<file path="config.mk">
export PLATFORM = sky130hd
export DESIGN_NAME = slp_wake_ctrl
export DESIGN_NICKNAME = d
export VERILOG_FILES = /design/src/rtl/slp_pkg.sv /design/src/rtl/slp_wake_detect.sv /design/src/rtl/slp_startup_timer.sv /design/src/rtl/slp_wake_ctrl.sv
export SDC_FILE = /design/constraint.sdc
export NUM_CORES = 1
export LEC_CHECK = 0
export CORE_UTILIZATION = 30
export CTS_BUF_LIST = sky130_fd_sc_hd__clkbuf_8
export DETAILED_ROUTE_END_ITERATION = 12
export DONT_BUFFER_PORTS = 1
export GPL_ROUTABILITY_DRIVEN = 0
export GPL_TIMING_DRIVEN = 1
export PLACE_DENSITY_LB_ADDON = 0.1
export SLEW_MARGIN = 20
export SYNTH_ARGS = -nofsm -noshare
export SYNTH_HDL_FRONTEND = slang
export SYNTH_SLANG_ARGS = --single-unit
</file>
<file path="constraint.sdc">
create_clock -name clk -period 4.1 [get_ports clk]
set_input_delay 0.41 -clock clk [delete_from_list [all_inputs] [get_ports clk]]
set_output_delay 0.41 -clock clk [all_outputs]
set_load 0.01 [all_outputs]
</file>
<file path="src/rtl/slp_pkg.sv">
package slp_pkg;
   typedef enum logic [1:0] {
      ST_RUN   = 2'd0,
      ST_SLEEP = 2'd1,
      ST_WARM  = 2'd2
   } slp_state_e;
endpackage

</file>
<file path="src/rtl/slp_wake_detect.sv">
module slp_wake_detect #(
   parameter int N_IRQ       = 3,
   parameter int SYNC_STAGES = 2
) (
   input  logic             clk,
   input  logic             rst_n,
   input  logic             ext_rst_n,
   input  logic             wdt_en,
   input  logic             wdt_timeout,
   input  logic [N_IRQ-1:0] int_req,
   input  logic [N_IRQ-1:0] int_en,
   output logic             pin_low,
   output logic             wdt_wake,
   output logic             int_wake
);
   localparam int W = N_IRQ + 2;

   logic [W-1:0] raw;
   logic [W-1:0] sy;

   assign raw = {wdt_timeout, ~ext_rst_n, int_req};

   generate
      if (SYNC_STAGES < 0 || SYNC_STAGES > 4) begin : g_bad
         $error("SYNC_STAGES must be 0..4");
      end
      if (SYNC_STAGES == 0) begin : g_direct
         assign sy = raw;
      end else begin : g_sync
         logic [W-1:0] stg [SYNC_STAGES];
         always_ff @(posedge clk or negedge rst_n) begin
            if (!rst_n) begin
               for (int i = 0; i < SYNC_STAGES; i++) stg[i] <= '0;
            end else begin
               stg[0] <= raw;
               for (int i = 1; i < SYNC_STAGES; i++) stg[i] <= stg[i-1];
            end
         end
         assign sy = stg[SYNC_STAGES-1];
      end
   endgenerate

   assign pin_low  = sy[N_IRQ];
   assign wdt_wake = sy[N_IRQ+1] & wdt_en;
   assign int_wake = |(sy[N_IRQ-1:0] & int_en);
endmodule

</file>
<file path="src/rtl/slp_startup_timer.sv">
module slp_startup_timer #(
   parameter int CYCLES = 1024
) (
   input  logic clk,
   input  logic rst_n,
   input  logic clr,
   input  logic run,
   output logic done
);
   localparam int CW = (CYCLES > 2) ? $clog2(CYCLES) : 1;
   localparam logic [CW-1:0] LAST = CW'(CYCLES - 1);

   logic [CW-1:0] cnt;

   generate
      if (CYCLES < 2) begin : g_bad
         $error("CYCLES must be at least 2");
      end
   endgenerate

   always_ff @(posedge clk or negedge rst_n) begin
      if (!rst_n)          cnt <= '0;
      else if (clr)        cnt <= '0;
      else if (run)        cnt <= (cnt == LAST) ? '0 : cnt + CW'(1);
   end

   assign done = run && (cnt == LAST);


   step_chk: assert property (@(posedge clk) disable iff (!rst_n)
      (run && !clr && cnt != LAST) |=> (cnt == $past(cnt) + CW'(1)));
endmodule

</file>
<file path="src/rtl/slp_wake_ctrl.sv">
module slp_wake_ctrl
   import slp_pkg::*;
#(
   parameter int N_IRQ          = 3,
   parameter int SYNC_STAGES    = 2,
   parameter int STARTUP_CYCLES = 1024
) (
   input  logic             clk,
   input  logic             por_n,
   input  logic             sleep_stb,
   input  logic             ext_rst_n,
   input  logic             wdt_en,
   input  logic             wdt_timeout,
   input  logic [N_IRQ-1:0] int_req,
   input  logic [N_IRQ-1:0] int_en,
   input  logic             gie,
   input  logic             osc_rc,
   output logic             osc_en,
   output logic             wdt_clr,
   output logic             pd_bit,
   output logic             to_bit,
   output logic             stall,
   output logic             rst_req,
   output logic             vec_req
);
   generate
      if (N_IRQ < 1) begin : g_bad
         $error("N_IRQ must be at least 1");
      end
   endgenerate

   slp_state_e state, state_n;
   logic pd_q, pd_n, to_q, to_n;
   logic clr_q, clr_n, rst_q;
   logic vec_q, vec_n, pend_q, pend_n;
   logic tmr_clr, tmr_done;
   logic pin_low, wake_wdt, wake_int;

   slp_wake_detect #(.N_IRQ(N_IRQ), .SYNC_STAGES(SYNC_STAGES)) u_det (
      .clk(clk), .rst_n(por_n), .ext_rst_n(ext_rst_n), .wdt_en(wdt_en),
      .wdt_timeout(wdt_timeout), .int_req(int_req), .int_en(int_en),
      .pin_low(pin_low), .wdt_wake(wake_wdt), .int_wake(wake_int));

   slp_startup_timer #(.CYCLES(STARTUP_CYCLES)) u_tmr (
      .clk(clk), .rst_n(por_n), .clr(tmr_clr),
      .run(state == ST_WARM), .done(tmr_done));

   always_comb begin
      logic resume, want_vec;
      state_n  = state;
      pd_n     = pd_q;
      to_n     = to_q;
      clr_n    = 1'b0;
      vec_n    = 1'b0;
      pend_n   = pend_q;
      tmr_clr  = 1'b0;
      resume   = 1'b0;
      want_vec = 1'b0;
      case (state)
         ST_RUN: begin
            if (sleep_stb) begin
               state_n = ST_SLEEP;
               pd_n    = 1'b0;
               to_n    = 1'b1;
               clr_n   = 1'b1;
               tmr_clr = 1'b1;
               pend_n  = 1'b0;
            end
         end
         ST_SLEEP: begin
            if (pin_low) begin
               state_n = ST_RUN;
               pend_n  = 1'b0;
            end else if (wake_wdt) begin
               to_n   = 1'b0;
               resume = 1'b1;
            end else if (wake_int) begin
               want_vec = gie;
               resume   = 1'b1;
            end
            if (resume) begin
               if (osc_rc) begin
                  state_n = ST_RUN;
                  vec_n   = want_vec;
                  pend_n  = 1'b0;
               end else begin
                  state_n = ST_WARM;
                  pend_n  = want_vec;
               end
            end
         end
         ST_WARM: begin
            if (pin_low) begin
               state_n = ST_RUN;
               pend_n  = 1'b0;
            end else if (tmr_done) begin
               state_n = ST_RUN;
               vec_n   = pend_q;
               pend_n  = 1'b0;
            end
         end
         default: state_n = ST_RUN;
      endcase
   end

   always_ff @(posedge clk or negedge por_n) begin
      if (!por_n) begin
         state  <= ST_RUN;
         pd_q   <= 1'b1;
         to_q   <= 1'b1;
         clr_q  <= 1'b0;
         rst_q  <= 1'b0;
         vec_q  <= 1'b0;
         pend_q <= 1'b0;
      end else begin
         state  <= state_n;
         pd_q   <= pd_n;
         to_q   <= to_n;
         clr_q  <= clr_n;
         rst_q  <= pin_low;
         vec_q  <= vec_n;
         pend_q <= pend_n;
      end
   end

   assign osc_en  = (state != ST_SLEEP);
   assign stall   = (state != ST_RUN);
   assign wdt_clr = clr_q;
   assign pd_bit  = pd_q;
   assign to_bit  = to_q;
   assign rst_req = rst_q;
   assign vec_req = vec_q;


   pd_no_set_chk: assert property (@(posedge clk) disable iff (!por_n)
      !$rose(pd_bit));

   to_cause_chk: assert property (@(posedge clk) disable iff (!por_n)
      $fell(to_bit) |-> $past(wake_wdt));

   entry_flags_chk: assert property (@(posedge clk) disable iff (!por_n)
      wdt_clr |-> (!pd_bit && to_bit && stall));

   clr_pulse_chk: assert property (@(posedge clk) disable iff (!por_n)
      wdt_clr |=> !wdt_clr);

   vec_release_chk: assert property (@(posedge clk) disable iff (!por_n)
      vec_req |-> (!stall && $past(stall)));

   osc_stall_chk: assert property (@(posedge clk) disable iff (!por_n)
      !osc_en |-> stall);
endmodule

</file>
==> metrics <==
outcome=complete, no violations; final net count=134; Cell Area, Synth=1250 um^2; Clk Latency, worst-skew pair=270 ps; PD cells=498 nW/um^2; CP Launch Type=flip-flop; post-synthesis sequential area ratio=56.2%; CTS Buffer Depth=2; fin crit period=1910 ps; Area Overhead vs Synth=13.1%; Worst-path clk slew=90 ps; total CTS buffers=3; hold path startpoint=int_req[0]; global routing's busiest layer=met2; row cnt=23; met2 Use GR=18.7%; H-Tree Depth=1; FFs w/ async S/R, synth=100%; # DRC=0; critical path class=reg2reg; Post-synth top flop=dfrtp_1; RSZ-0062 raised after global routing=no; part of the cycle the worst path needs=46.6%; commonest non-fill, non-tap cells in the layout=dfrtp_1, nand2_1, inv_1, nor2_1, ha_1; Slew headroom=60.1%; WHS Path Cells=0; synthesized flop and latch total=28; YS warnings=0; largest family of logic cells by synthesized area=simple AND/OR/NAND/NOR gates; Ports=21; Max Cap Viol=0; worst slew pin tran=598 ps; P_leak=0.604 nW; antenna viol nets, final=0; R2R setup slack=2190 ps; Data arrival, critical path=2060 ps; vias per inst=4.75; cells along the critical path=inv_1 -> ha_1 -> nand4_1 -> o31ai_1 -> nor2_1; vias post-DR=774; maximum VDD drop=0.236 mV; largest net degree at the start of global routing=29; mean area per synthesized cell=11.7 um^2; Root Buffer=clkbuf_8; first-pass GRT wire length=3880 um; Global Route Usage Sum=12.0%; Setup TNS Final=0 ps; DP Area=1310 um^2; initial core utilization=31.3%; GR Overflow Total=0; Largest delay share family, worst path=compound AO/OA/AOI/OAI gates; Core Region=4000 um^2; chip height=66.6 um; Net Count, Synth=127; reg2reg end=u_tmr.cnt[5]; pre-CTS worst setup slack=2200 ps; Critical Path Slowest Stage Cell=o31ai_1; fin area=1420 um^2; Register-to-Register Path Depth=5; mux cell area share after synthesis=3.00%; Total Wirelength=2280 um; die width=66.6 um; Worst Hold End=u_det.g_sync.stg[5]; layout cells sized above 1=15.0%; reg-to-reg critical path startpoint=state[0]; IO Port Bufs=0; Filler cells=400; CTS sink cnt=28; Max Slew Vio Count=0; DIE AREA=4430 um^2; GRT met3 Usage=3.42%; Hold Vio Cnt, Final=0; Worst Path Buf+Inv=1; Setup Buffers After CTS=0; met1 Use GR=15.9%; Post-synth EDFFs=0; most common cell after layout, fill and taps aside=dfrtp_1; Max Clk Rate=0.524 GHz; largest stage delay on the critical path=520 ps; initial DRC count=26; Compound-Gate Fraction of Synth Area=10.8%; HP Class=in2reg; PostCTS Resize Cnt=0; largest fanout on the critical path=7; post-DP HPWL=1670 um; WP data required=4250 ps; Worst Clk Skew=2.05 ps; Final Setup Violations=0; initial antenna violation count=0; count of cell types in the netlist=36; CTS tree=yes; post-synthesis adder-cell area fraction=6.00%; Hold WS=155 ps; first-pass iteration count of the detailed router=4; Setup WS post-layout=2190 ps; Synth Area in Simple Gates=17.8%; average wire per standard cell=14.0 um; crit path capture type=flip-flop; Tot Pwr=704 uW; cell count after synthesis=107; # diodes=0; vias in the first global route=823; Synth Area in XOR/XNOR=3.50%
## area by class of cell
type                       instances  area, um^2  area share (%)
clock buffer                       3        41.3            2.92
tap                               50        62.6            4.42
timing repair buffer               2        30.0            2.12
sequential                        28         703            49.7
clock inverter                     1        30.0            2.12
multi-input combinational         70         514            36.3
inverter                           9        33.8            2.39
## kinds of logic (layout without fill, tap and decap cells)
| group | after synthesis | after routing |
|---|---|---|
| xor+xnor | 5 | 5 |
| buf+inv | 9 | 15 |
| flops | 28 | 28 |
| compound gates | 17 | 17 |
| fa+ha+maj | 6 | 6 |
| simple gates | 39 | 39 |
| mux | 3 | 3 |
## state kept, by name (all words and copies together) (netlist names)
name	flops
u_det.sy	5
pd_bit	1
vec_req	1
u_tmr.cnt	10
state	2
u_det.g_sync.stg	5
pend_q	1
wdt_clr	1
to_bit	1
rst_req	1
## repair_timing
action	in CTS	in global routing
hold buffers	2	0
endpoints found under the hold margin	28	0
setup endpoints to repair	0	0
## power breakdown
part           internal (mW)  leakage, nW  switching (mW)
Clock                  0.131       0.0357          0.0856
Combinational         0.0681        0.214          0.0920
Sequential             0.304        0.354          0.0236
Total                  0.503        0.604           0.201
## worst reg2reg max path, cell delays in order (launching register included)
cell and delay [ps]:
dfrtp_1 420, inv_1 120, ha_1 310, nand4_1 300
o31ai_1 520, nor2_1 110
## layer usage
layer | share of wire, % | up-vias
li1 | - | 383
met1 | 49 | 372
met2 | 46 | 15
met3 | 4.6 | 4
met4 | 1.1 | 0
met5 | 0 | -
## worst max path at each step
stage | start | to | slack (ps) | cells after the start
6_report | state[0] | u_tmr.cnt[5] | 2190 | 5
5_1_grt | state[0] | u_tmr.cnt[5] | 2000 | 5
4_1_cts | state[0] | u_tmr.cnt[5] | 2170 | 5
3_5_place_dp | state[0] | u_tmr.cnt[5] | 2200 | 5
3_3_place_gp | int_en[0] | pend_q | 2260 | 4
2_1_floorplan | state[0] | u_tmr.cnt[9] | 2440 | 6
## cell usage after synthesis, types with 2 or more instances
| master | number | area share (%) |
|---|---|---|
| o21ai_0 | 4 | 1.6 |
| nand2_1 | 9 | 2.7 |
| nor2_1 | 8 | 2.4 |
| xnor2_1 | 3 | 2.1 |
| dfrtp_1 | 26 | 52 |
| dfstp_2 | 2 | 4.2 |
| o31ai_1 | 2 | 1.2 |
| nand3_1 | 4 | 1.6 |
| xor2_1 | 2 | 1.4 |
| ha_1 | 6 | 6.0 |
| or3_1 | 3 | 1.5 |
| nor4_1 | 2 | 1.0 |
| mux2_2 | 2 | 1.8 |
| a21oi_1 | 4 | 1.6 |
| nor3b_1 | 2 | 1.2 |
| inv_1 | 8 | 2.4 |
## through the flow
step                util, %  std cells
floorplan                 -        107
global placement       32.8        157
detailed placement     32.8        157
CTS                    35.4        163
global route           35.4        163
finish                 35.4        163
Power figures use the tool's default switching activity.
